===== config.mk =====
export PLATFORM = sky130hd
export DESIGN_NAME = pcas_cmd_issuer
export DESIGN_NICKNAME = d
export VERILOG_FILES = /design/src/rtl/pcas_pkg.sv /design/src/rtl/pcas_burst_split.sv /design/src/rtl/pcas_bank_table.sv /design/src/rtl/pcas_data_sched.sv /design/src/rtl/pcas_cmd_issuer.sv
export SDC_FILE = /design/constraint.sdc
export NUM_CORES = 1
export LEC_CHECK = 0
export ABC_AREA = 1
export BUFFER_PORTS_ARGS = -buffer_cell sky130_fd_sc_hd__buf_4
export CAP_MARGIN = 20
export CORE_MARGIN = 2
export CORE_UTILIZATION = 32
export CTS_CLUSTER_DIAMETER = 120
export DETAILED_ROUTE_END_ITERATION = 10
export GPL_ROUTABILITY_DRIVEN = 0
export SLEW_MARGIN = 30
export SYNTH_ARGS = -nofsm -noshare
export SYNTH_HDL_FRONTEND = slang
export SYNTH_SLANG_ARGS = --single-unit

===== constraint.sdc =====
create_clock -name clk -period 3.5 [get_ports clk]
set_clock_uncertainty 0.2 [all_clocks]
set_input_delay 0.35 -clock clk [delete_from_list [all_inputs] [get_ports clk]]
set_output_delay 0.35 -clock clk [all_outputs]
set_load 0.01 [all_outputs]

===== src/rtl/pcas_pkg.sv =====
package pcas_pkg;

    localparam int BANKS    = 4;
    localparam int BANK_W   = $clog2(BANKS);
    localparam int OFF_W    = 2;
    localparam int COL_W    = 6;
    localparam int ROW_W    = 8;
    localparam int ADDR_W   = OFF_W + BANK_W + COL_W + ROW_W;
    localparam int LEN_W    = 3;
    localparam int AL_W     = 3;
    localparam int CL_W     = 3;
    localparam int CL_MIN   = 2;
    localparam int LAT_MAX  = (1 << AL_W) - 1 + (1 << CL_W) - 1;
    localparam int LAT_W    = $clog2(LAT_MAX + 1);
    localparam int SCHED_W  = LAT_MAX + 1;
    localparam int STEP     = 1 << OFF_W;

    typedef enum logic [2:0] {
        CMD_NOP = 3'd0,
        CMD_ACT = 3'd1,
        CMD_RD  = 3'd2,
        CMD_WR  = 3'd3,
        CMD_PRE = 3'd4
    } cmd_e;

    typedef struct packed {
        logic [ROW_W-1:0]  row;
        logic [COL_W-1:0]  col;
        logic [BANK_W-1:0] bank;
    } dram_loc_t;

    // bank sits right above the beat offset so sequential bursts interleave
    function automatic dram_loc_t map_addr(input logic [ADDR_W-1:0] a);
        dram_loc_t l;
        l.bank = a[OFF_W +: BANK_W];
        l.col  = a[OFF_W+BANK_W +: COL_W];
        l.row  = a[OFF_W+BANK_W+COL_W +: ROW_W];
        return l;
    endfunction

endpackage


===== src/rtl/pcas_burst_split.sv =====
module pcas_burst_split
    import pcas_pkg::*;
(
    input  logic              clk,
    input  logic              rst,
    input  logic              req_valid,
    output logic              req_ready,
    input  logic              req_write,
    input  logic [ADDR_W-1:0] req_addr,
    input  logic [LEN_W-1:0]  req_len_m1,
    output logic              sub_valid,
    output logic              sub_write,
    output dram_loc_t         sub_loc,
    output logic              sub_last,
    input  logic              sub_take
);

    localparam logic [ADDR_W-1:0] OFF_MASK = ADDR_W'(STEP - 1);

    logic              act_q;
    logic              wr_q;
    logic [ADDR_W-1:0] addr_q;
    logic [LEN_W-1:0]  rem_q;

    assign req_ready = !act_q;
    assign sub_valid = act_q;
    assign sub_write = wr_q;
    assign sub_loc   = map_addr(addr_q);
    assign sub_last  = (rem_q == '0);

    always_ff @(posedge clk) begin
        if (rst) begin
            act_q  <= 1'b0;
            wr_q   <= 1'b0;
            addr_q <= '0;
            rem_q  <= '0;
        end else if (req_valid && req_ready) begin
            act_q  <= 1'b1;
            wr_q   <= req_write;
            addr_q <= req_addr & ~OFF_MASK;
            rem_q  <= req_len_m1;
        end else if (sub_take) begin
            if (sub_last) begin
                act_q <= 1'b0;
            end else begin
                addr_q <= addr_q + ADDR_W'(STEP);
                rem_q  <= rem_q - 1'b1;
            end
        end
    end

    // the next burst of a split transfer lands in the next bank
    p_bank_step_r2: assert property (@(posedge clk) disable iff (rst)
        (sub_take && !sub_last) |=>
            (sub_valid && sub_loc.bank == BANK_W'($past(sub_loc.bank) + 1'b1)));

    // a split transfer keeps its direction and is not replaced mid-way
    p_dir_hold_r3: assert property (@(posedge clk) disable iff (rst)
        (sub_take && !sub_last) |=> (sub_write == $past(sub_write) && !req_ready));

endmodule


===== src/rtl/pcas_bank_table.sv =====
module pcas_bank_table
    import pcas_pkg::*;
(
    input  logic              clk,
    input  logic              rst,
    input  logic              act_en,
    input  logic              pre_en,
    input  logic [BANK_W-1:0] upd_bank,
    input  logic [ROW_W-1:0]  upd_row,
    output logic              q_open,
    output logic              q_match
);

    logic [BANKS-1:0] open_v;
    logic [ROW_W-1:0] row_v [BANKS];

    for (genvar b = 0; b < BANKS; b++) begin : g_bank
        logic             open_q;
        logic [ROW_W-1:0] row_q;
        always_ff @(posedge clk) begin
            if (rst) begin
                open_q <= 1'b0;
                row_q  <= '0;
            end else if (act_en && upd_bank == BANK_W'(b)) begin
                open_q <= 1'b1;
                row_q  <= upd_row;
            end else if (pre_en && upd_bank == BANK_W'(b)) begin
                open_q <= 1'b0;
            end
        end
        assign open_v[b] = open_q;
        assign row_v[b]  = row_q;
    end

    assign q_open  = open_v[upd_bank];
    assign q_match = q_open && (row_v[upd_bank] == upd_row);

    // activates go only to closed banks
    p_act_closed_r5: assert property (@(posedge clk) disable iff (rst)
        act_en |-> !open_v[upd_bank]);

    // precharges go only to open banks holding a different row
    p_pre_open_r7: assert property (@(posedge clk) disable iff (rst)
        pre_en |-> (open_v[upd_bank] && row_v[upd_bank] != upd_row));

endmodule


===== src/rtl/pcas_data_sched.sv =====
module pcas_data_sched
    import pcas_pkg::*;
(
    input  logic            clk,
    input  logic            rst,
    input  logic [AL_W-1:0] cfg_al,
    input  logic [CL_W-1:0] cfg_cl,
    input  logic            col_fire,
    input  logic            col_write,
    output logic            rd_stb,
    output logic            wr_stb
);

    localparam logic [SCHED_W-1:0] PAIR = SCHED_W'(3);

    logic [LAT_W-1:0]   lat;
    logic [SCHED_W-1:0] rd_q, wr_q, rd_set, wr_set;

    assign lat    = LAT_W'(cfg_al) + LAT_W'(cfg_cl);
    assign rd_set = (col_fire && !col_write) ? (PAIR << (lat - LAT_W'(1))) : '0;
    assign wr_set = (col_fire &&  col_write) ? (PAIR << (lat - LAT_W'(2))) : '0;

    always_ff @(posedge clk) begin
        if (rst) begin
            rd_q <= '0;
            wr_q <= '0;
        end else begin
            rd_q <= (rd_q >> 1) | rd_set;
            wr_q <= (wr_q >> 1) | wr_set;
        end
    end

    assign rd_stb = rd_q[0];
    assign wr_stb = wr_q[0];

    // read and write data phases never overlap
    p_bus_excl_r10: assert property (@(posedge clk) disable iff (rst)
        !(rd_stb && wr_stb));

    // a read data phase lasts at least two cycles
    p_rd_pair_r8: assert property (@(posedge clk) disable iff (rst)
        $rose(rd_stb) |=> rd_stb);

    // a write data phase lasts at least two cycles
    p_wr_pair_r9: assert property (@(posedge clk) disable iff (rst)
        $rose(wr_stb) |=> wr_stb);

    // column latency never below its minimum
    p_cl_min_r11: assert property (@(posedge clk) disable iff (rst)
        cfg_cl >= CL_W'(CL_MIN));

endmodule


===== src/rtl/pcas_cmd_issuer.sv =====
module pcas_cmd_issuer
    import pcas_pkg::*;
(
    input  logic              clk,
    input  logic              rst,
    input  logic [AL_W-1:0]   cfg_al,
    input  logic [CL_W-1:0]   cfg_cl,
    input  logic              req_valid,
    output logic              req_ready,
    input  logic              req_write,
    input  logic [ADDR_W-1:0] req_addr,
    input  logic [LEN_W-1:0]  req_len_m1,
    output logic [2:0]        cmd_code,
    output logic [BANK_W-1:0] cmd_bank,
    output logic [ROW_W-1:0]  cmd_row,
    output logic [COL_W-1:0]  cmd_col,
    output logic              rd_stb,
    output logic              wr_stb
);

    logic      sub_valid, sub_write, sub_last, sub_take;
    dram_loc_t sub_loc;
    logic      q_open, q_match, act_en, pre_en;
    cmd_e      cmd;
    logic [1:0] since_col_q;
    logic       last_rd_q;
    logic [2:0] need_gap, since_ext;
    logic       col_ok, act_ok;

    pcas_burst_split u_split (
        .clk, .rst, .req_valid, .req_ready, .req_write, .req_addr, .req_len_m1,
        .sub_valid, .sub_write, .sub_loc, .sub_last, .sub_take
    );

    pcas_bank_table u_banks (
        .clk, .rst, .act_en, .pre_en,
        .upd_bank(sub_loc.bank), .upd_row(sub_loc.row),
        .q_open, .q_match
    );

    pcas_data_sched u_data (
        .clk, .rst, .cfg_al, .cfg_cl,
        .col_fire(sub_take), .col_write(sub_write),
        .rd_stb, .wr_stb
    );

    // column spacing: 2 slots per burst, one extra for read-to-write turnaround
    assign need_gap  = (sub_write && last_rd_q) ? 3'd3 : 3'd2;
    assign since_ext = {1'b0, since_col_q};
    assign col_ok    = since_ext >= need_gap;
    assign act_ok    = (since_ext + 3'd1) >= need_gap;

    always_comb begin
        cmd      = CMD_NOP;
        act_en   = 1'b0;
        pre_en   = 1'b0;
        sub_take = 1'b0;
        if (sub_valid) begin
            if (!q_open) begin
                if (act_ok) begin
                    cmd    = CMD_ACT;
                    act_en = 1'b1;
                end
            end else if (!q_match) begin
                cmd    = CMD_PRE;
                pre_en = 1'b1;
            end else if (col_ok) begin
                cmd      = sub_write ? CMD_WR : CMD_RD;
                sub_take = 1'b1;
            end
        end
    end

    always_ff @(posedge clk) begin
        if (rst) begin
            since_col_q <= 2'd3;
            last_rd_q   <= 1'b0;
        end else if (sub_take) begin
            since_col_q <= 2'd1;
            last_rd_q   <= !sub_write;
        end else if (since_col_q != 2'd3) begin
            since_col_q <= since_col_q + 2'd1;
        end
    end

    assign cmd_code = cmd;
    assign cmd_bank = (cmd != CMD_NOP) ? sub_loc.bank : '0;
    assign cmd_row  = (cmd != CMD_NOP) ? sub_loc.row  : '0;
    assign cmd_col  = (cmd == CMD_RD || cmd == CMD_WR) ? sub_loc.col : '0;

    // posted column command follows its activate in the very next slot
    p_posted_col_r5: assert property (@(posedge clk) disable iff (rst)
        (cmd == CMD_ACT) |=>
            ((cmd == CMD_RD || cmd == CMD_WR) &&
             cmd_bank == $past(cmd_bank) && cmd_row == $past(cmd_row)));

    // after a precharge the same access can only activate or wait
    p_pre_then_act_r7: assert property (@(posedge clk) disable iff (rst)
        (cmd == CMD_PRE) |=> (cmd == CMD_ACT || cmd == CMD_NOP));

    // no two column commands in adjacent cycles
    p_col_gap_r10: assert property (@(posedge clk) disable iff (rst)
        (cmd == CMD_RD || cmd == CMD_WR) |=> !(cmd == CMD_RD || cmd == CMD_WR));

    // write column at least three cycles after a read column
    p_wr_after_rd_r10: assert property (@(posedge clk) disable iff (rst)
        (cmd == CMD_WR) |-> ($past(cmd) != CMD_RD && $past(cmd, 2) != CMD_RD));

    // column commands only to an open matching row
    p_col_open_r6: assert property (@(posedge clk) disable iff (rst)
        (cmd == CMD_RD || cmd == CMD_WR) |-> q_match);

endmodule


==> results.json, run 1 <==
{
  "hold_viol_final": 0,
  "yosys.area_share.simple_pct": 34.2,
  "grt_overflow_total": 0,
  "area_growth_pct": 16.9,
  "muxShareOfSynthArea_pct": 0.408,
  "use_met3_pct": 3.55,
  "drt_pre_antenna_iters": 4,
  "gr-usage-all-layers_pct": 16.0,
  "syn_area_um2": 4910,
  "die-area_um2": 16300,
  "synth_compound_area_share_pct": 10.3,
  "clk_latency_ps": 340,
  "min_to": "u_split.sub_valid$_SDFFE_PP0P_",
  "die_height_um": 128,
  "start_kind": "flop",
  "min_from": "req_valid",
  "final-setup-viol-count": 0,
  "vias": 4546,
  "critPathArrivalTime_ps": 2600,
  "synth_seq_cells": 90,
  "gr-usage-met2_pct": 25.8,
  "synth_top_family_by_area": "simple AND/OR/NAND/NOR gates",
  "vias_per_cell": 4.76,
  "dp_slack_ps": 321,
  "numClockSinks": 90,
  "n_antenna_cell": 0,
  "fp.dieW_um": 128,
  "htreeDepth": 3,
  "crit_start": "u_split.addr_q[2]$_SDFFE_PP0P_",
  "root_buffer": "clkbuf_16",
  "clk_pin_slew_ps": 60,
  "drv_cap": 0,
  "cts_tree": "built",
  "powerDensity_nw_per_um2": 522,
  "synthesis.nets": 785,
  "synth.area.top_cells": "dfxtp_1 37%, nand2_1 15%, nand3_1 9.0%, a21oi_1 7.8%, ha_1 5.6%",
  "fin_nets": 818,
  "rr_startpoint": "u_split.addr_q[2]$_SDFFE_PP0P_",
  "wl_per_cell_um": 13.0,
  "drv_slew": 0,
  "fill_cells": 1649,
  "fin_crit_sh_pct": 90.0,
  "initial_utilization_pct": 32.5,
  "rsz0062_at_grt": "no",
  "relSlewSlack_pct": 43.3,
  "fin_crit_ps": 3150,
  "row_count": 45,
  "crit_path_frequent_cell": "nand2_1",
  "post_route_cells_drive_above_1_share_pct": 11.5,
  "cp_cell_sequence": "inv_2 > nand2_1 > nand3_1 > nand2_1 > nand2_1 > nand2_1 > inv_1 > nand2_1 > nor2_2 > nand2_1 > nand3_1 > inv_1 > nor3_4 > buf_12 > nor2_1 > buf_4",
  "antenna_found_initial": 0,
  "reg2reg_slack_ps": 590,
  "min_path_type": "in -> reg",
  "cts_made_buffers": 9,
  "portBuffers": 50,
  "ir_drop_v": 0.000336,
  "io_pins": 53,
  "synth_xor_area_share_pct": 2.50,
  "fin_ws_ps": 349,
  "reg2reg_depth": 15,
  "post-route-drc-count": 0,
  "hold_depth": 3,
  "avgSynthCellArea_um2": 6.71,
  "grt_pass1_vias": 4325,
  "cp_max_fo": 21,
  "place_hpwl_um": 8500,
  "setup_tns_ps": 0,
  "seq_area_frac_synth_pct": 36.7,
  "synth_fa_ha_area_share_pct": 6.02,
  "routed_wl_um": 12400,
  "grt.met1_usage_pct": 21.9,
  "status": "finished clean",
  "clk_path_buf_depth": 2,
  "grt_pass1_wl_um": 21200,
  "crit_path_end_kind": "output port",
  "timing.fmax_ghz": 0.317,
  "critPathMaxStageDelay_ps": 340,
  "ys_types": 31,
  "slowest_stage": "dfxtp_1",
  "drtIter0Drc": 324,
  "p_leak_nw": 2.40,
  "core_area_um2": 15100,
  "final_util_pct": 38.0,
  "required_ps": 2950,
  "synth_top_area_share_pct": 36.7,
  "top_usage_layer": "met2",
  "r2r-end": "u_split.addr_q[6]$_SDFFE_PP0P_",
  "grt_max_degree": 66,
  "yosys_warnings": 0,
  "postSynthCellCount": 731,
  "ant_nets": 0,
  "worstMarginPinSlew_ps": 849,
  "holdBufCountCts": 0,
  "synth_area_leader_cell": "dfxtp_1",
  "crit_type": "reg -> out"
}
-- report_power, final --
group / switching, W / internal, W / total (W)
logic: 0.000540 / 0.000281 / 0.000821
clock network: 0.000395 / 0.000636 / 0.00103
registers: 0.0000613 / 0.00108 / 0.00114
total: 0.000996 / 0.00200 / 0.00299
-- placed cells by master, fill, tap and decap left out, types with 2 or more instances in the layout --
cell type	count
nor2_2	2
buf_4	63
a21oi_1	76
nand4_1	16
nand3_1	88
nand3b_1	2
clkbuf_16	9
mux2i_1	2
xnor2_1	2
o21ai_0	22
bufinv_16	2
nor3_1	7
nor2_1	71
inv_1	70
nand2_1	193
xor2_1	12
ha_1	22
nand2_2	2
inv_2	2
dfxtp_1	90
-- worst max-delay path, delay by kind of cell, from the launching register on --
kind | cells | cell delay, ps
and+or+nand+nor | 11 | 1110
DFF | 1 | 340
buffers and inverters | 5 | 800
-- final cells by class --
type / instances / area, µm² / area share, %
clock buffer: 11 / 243 / 4.23
inverter: 73 / 274 / 4.78
timing repair buffer: 64 / 493 / 8.60
tap: 188 / 235 / 4.10
sequential: 90 / 1800 / 31.4
clock inverter: 3 / 65.1 / 1.13
multi-input combinational: 526 / 2620 / 45.7
-- flip-flops by register name, indices dropped and copies added, names as in the netlist --
name                   flops
u_banks.g_bank.row_q      32
u_banks.g_bank.open_q      4
u_data.wr_q               15
u_data.rd_q               15
last_rd_q                  1
u_split.sub_write          1
u_split.sub_valid          1
since_col_q                2
u_split.rem_q              3
u_split.addr_q            16
-- worst max path at each step --
stage | to | slack [ps] | cells past startpoint
floorplan | u_data.rd_q[10]$_SDFF_PP0_ | 730 | 14
global placement | u_split.rem_q[1]$_SDFFE_PP0P_ | 300 | 12
detailed placement | u_data.rd_q[4]$_SDFF_PP0_ | 320 | 14
CTS | cmd_row[7] | 230 | 13
global route | cmd_bank[1] | 30 | 16
finish | cmd_bank[0] | 350 | 16
-- what timing repair did --
item                                    in CTS  in global routing
gates resized for setup                      0                  1
endpoints found under the setup margin       0                 21
buffers inserted                             0                  1
-- metrics by stage --
stage                     instances  area [µm²]  total power [W]  hold WS, ps
final                           955        5740          0.00299         88.4
after floorplan                 731        4910          0.00173          206
after detailed placement        940        5410          0.00196          226
after global routing            955        5740          0.00317          134
after global placement          940        5410          0.00196          219
after CTS                       954        5710          0.00300         77.2
-- synthesized netlist by cell type --
cell type	instances
nand3b_1	2
ha_1	22
xnor2_1	2
or2_2	1
nor2_4	1
clkbuf_1	26
nor3_1	7
o21ai_0	22
nand2_2	1
dfxtp_1	90
nor2_8	1
buf_4	3
nor4_1	1
buf_6	4
clkinv_1	1
inv_2	2
nor2_1	71
nor2_2	2
inv_1	70
nand2_1	194
xor2_1	12
mux2i_1	2
o221ai_1	1
o31ai_1	1
buf_2	9
nand4_1	16
nand4_2	1
a21oi_1	76
nor3_4	1
nand3_1	88
fa_1	1
-- cell families after synthesis --
group                      Yosys count
and+or+nand+nor                    387
muxes                                2
DFF                                 90
adders and majority gates           23
AOI/OAI and AO/OA                  100
buffers and inverters              115
xor gates and xnor gates            14
-- layer usage --
layer	vias to the layer above	wire length [µm]
li1	2409	-
met1	2040	6060
met2	85	5690
met3	12	549
met4	0	136
met5	-	0
Note: power is estimated with default switching activity, not from simulation.
==> run 2, diff against run 1 <==
Settings changed: ABC_AREA 1 to 0, SKIP_LAST_GASP from default to 1.
==> results.json, run 2 <==
{
  "status": "finished clean",
  "place_hpwl_um": 7750,
  "clk_latency_ps": 350,
  "area_growth_pct": 22.3,
  "synth.area.top_cells": "dfxtp_1 40%, nand2_1 7.8%, ha_1 6.2%, a21oi_1 4.3%, nor2_1 4.0%",
  "die_height_um": 122,
  "clk_path_buf_depth": 2,
  "clock_power_share_pct": 37.3,
  "post_route_cells_drive_above_1_share_pct": 19.3,
  "cp_cell_sequence": "buf_4 > mux4_1 > xnor2_1 > nand4_1 > buf_4 > nor4_4 > buf_4 > nor3_4 > buf_4 > nor2b_1 > buf_4",
  "portBuffers": 50,
  "layout_common_cells": "92 x nand2_1, 89 x dfxtp_1, 74 x buf_4",
  "synthTopCellsByCount": "92 x nand2_1, 90 x dfxtp_1, 47 x nor2_1",
  "required_ps": 2950,
  "power_frac_comb_pct": 20.8,
  "drv_slew": 0,
  "wl_per_cell_um": 14.4,
  "synth_seq_cells": 90,
  "min_to": "u_split.addr_q[5]$_SDFFE_PP0P_",
  "yosys_warnings": 0,
  "start_kind": "flop",
  "fp.dieW_um": 122,
  "p_int_w": 0.00187,
  "die-area_um2": 14900,
  "regMostFlops": "u_banks.g_bank.row_q",
  "largest_reg_flops": 32,
  "grt_max_degree": 64,
  "crit_path_frequent_cell": "buf_4",
  "ys_async_sr_fraction_pct": 0,
  "worstMarginPinSlew_ps": 659,
  "io_pins": 53,
  "row_count": 43,
  "reg2reg_slack_ps": 410,
  "powerDensity_nw_per_um2": 481,
  "total_power_w": 0.00262,
  "cp_max_fo": 4,
  "ant_nets": 0,
  "cts_tree": "built",
  "synthesis.nets": 579,
  "numClockSinks": 90,
  "drtIter0Drc": 251,
  "relSlewSlack_pct": 56.1,
  "postSynthCellCount": 525,
  "initial_utilization_pct": 32.4,
  "critPathMaxStageDelay_ps": 560,
  "placed_area_um2": 5060,
  "ys_types": 51,
  "synth_edf_count": 0,
  "cts_made_buffers": 9,
  "min_path_type": "in -> reg",
  "grt_overflow_total": 0,
  "drt_pre_antenna_iters": 4,
  "vias": 3741,
  "critPathArrivalTime_ps": 2830,
  "netSwitchingPower_w": 0.000749,
  "reg.largest.list": "u_banks.g_bank.row_q (32), u_split.addr_q (16)",
  "timing.fmax_ghz": 0.296,
  "fin_nets": 633,
  "grt_pass1_wl_um": 17900,
  "crit_type": "reg -> out",
  "layout_commonest_cell": "nand2_1",
  "root_buffer": "clkbuf_16",
  "gr-usage-all-layers_pct": 15.6,
  "reg2reg_depth": 11,
  "r2r-end": "u_split.rem_q[1]$_SDFFE_PP0P_",
  "clk_pin_slew_ps": 60,
  "seq_area_frac_synth_pct": 40.5,
  "avgSynthCellArea_um2": 8.48,
  "drv_cap": 0,
  "vias_per_cell": 4.90,
  "grt_pass1_vias": 3654,
  "p_leak_nw": 2.08,
  "post-route-drc-count": 0,
  "fin_crit_sh_pct": 96.5,
  "p_sw_share_pct": 28.6,
  "final-setup-viol-count": 0,
  "synth_top_area_share_pct": 40.5,
  "hold_depth": 3,
  "ir_drop_v": 0.000232,
  "p_seq_share_pct": 41.9,
  "yosys.cell_count.top_type": "nand2_1",
  "slowest_stage": "mux4_1",
  "syn_area_um2": 4450,
  "synth_ff_type": "dfxtp_1",
  "core_area_um2": 13700,
  "fin_area_um2": 5440,
  "hold_viol_final": 0,
  "min_from": "req_addr[5]",
  "antenna_found_initial": 0,
  "n_antenna_cell": 0,
  "crit_path_end_kind": "output port",
  "routed_wl_um": 11000,
  "synth_area_leader_cell": "dfxtp_1",
  "final_util_pct": 39.7,
  "fin_crit_ps": 3380,
  "rr_startpoint": "u_split.addr_q[2]$_SDFFE_PP0P_",
  "htreeDepth": 3
}
[run 2: cell count changes after synthesis, sizes merged, moves of 10 or more]
| cell | before | now |
|---|---|---|
| and2 | 0 | 14 |
| nand4 | 17 | 6 |
| nor2 | 75 | 47 |
| nand2 | 195 | 93 |
| nand3 | 88 | 11 |
| a211oi | 0 | 15 |
| xnor2 | 2 | 16 |
| a21oi | 76 | 38 |
| nor2b | 0 | 10 |
| inv | 72 | 29 |
[run 2: what timing repair did]
action | 4_1_cts | 5_1_grt
pin swaps | 2 | 2
hold buffers | 3 | 0
buffers inserted | 4 | 2
gates resized for setup | 1 | 4
setup endpoints to repair | 11 | 17
endpoints found under the hold margin | 3 | 0
[run 2: layer usage]
layer | share of wire [%] | up-vias | routed length (µm) | track usage (%)
met2 | 48 | 86 | 5270 | 25.3
met1 | 46 | 1768 | 5060 | 20.0
li1 | - | 1872 | - | -
met5 | 0 | - | 0 | 0
met3 | 4.5 | 15 | 499 | 3.65
met4 | 1.8 | 0 | 202 | 6.03
[run 2: cell type report]
| class | count | area [µm²] |
|---|---|---|
| Tap cell | 180 | 225 |
| Multi-Input combinational cell | 370 | 2390 |
| Clock inverter | 4 | 51.3 |
| Inverter | 29 | 109 |
| Sequential cell | 90 | 1800 |
| Timing Repair Buffer | 79 | 621 |
| Clock buffer | 12 | 246 |
| Fill cell | 1392 | 8280 |
[run 2: worst max-delay path: cells and delay by family, from the launching register on]
kind / cells / cell delay (ps)
mux: 1 / 560
buf+inv: 5 / 850
xor+xnor: 1 / 150
flops: 1 / 350
simple gates: 4 / 570
[run 2: worst max path at each step]
stage | slack, ps | startpoint | cells after the start | end
2_1_floorplan | 580 | u_split.addr_q[2]$_SDFFE_PP0P_ | 7 | cmd_row[0]
3_3_place_gp | 200 | u_split.addr_q[2]$_SDFFE_PP0P_ | 8 | cmd_row[0]
3_5_place_dp | 170 | u_split.addr_q[2]$_SDFFE_PP0P_ | 8 | cmd_row[0]
4_1_cts | 50 | u_split.addr_q[2]$_SDFFE_PP0P_ | 9 | cmd_bank[0]
5_1_grt | -30 | u_split.addr_q[2]$_SDFFE_PP0P_ | 11 | cmd_row[0]
6_report | 120 | u_split.addr_q[2]$_SDFFE_PP0P_ | 11 | cmd_row[0]
[run 2: power groups by stage]
stage               combinational (W)  sequential (W)  clock (W)
floorplan                    0.000352         0.00111          0
global placement             0.000505         0.00112          0
detailed placement           0.000513         0.00112          0
CTS                          0.000535         0.00110    0.00100
global route                 0.000605         0.00110    0.00104
finish                       0.000545         0.00110   0.000977
[run 2: metrics by stage]
step	worst slack (ps)	setup TNS (ps)	hold slack [ps]	cells
2_1_floorplan	579	0	211	525
3_3_place_gp	201	0	224	739
6_report	122	0	11.3	764
4_1_cts	54.1	0	2.65	762
3_5_place_dp	166	0	235	739
5_1_grt	-34.9	-57.0	11.5	764
[run 2: logic make-up (layout without fill, tap and decap cells)]
family	count (synthesis)	count (layout)	share of synthesized area [%]
simple gates	206	206	21.2
compound gates	98	98	13.8
flops	90	90	40.5
buf+inv	65	124	6.24
xor+xnor	29	29	5.71
fa+ha+maj	23	23	6.63
mux	14	14	5.93
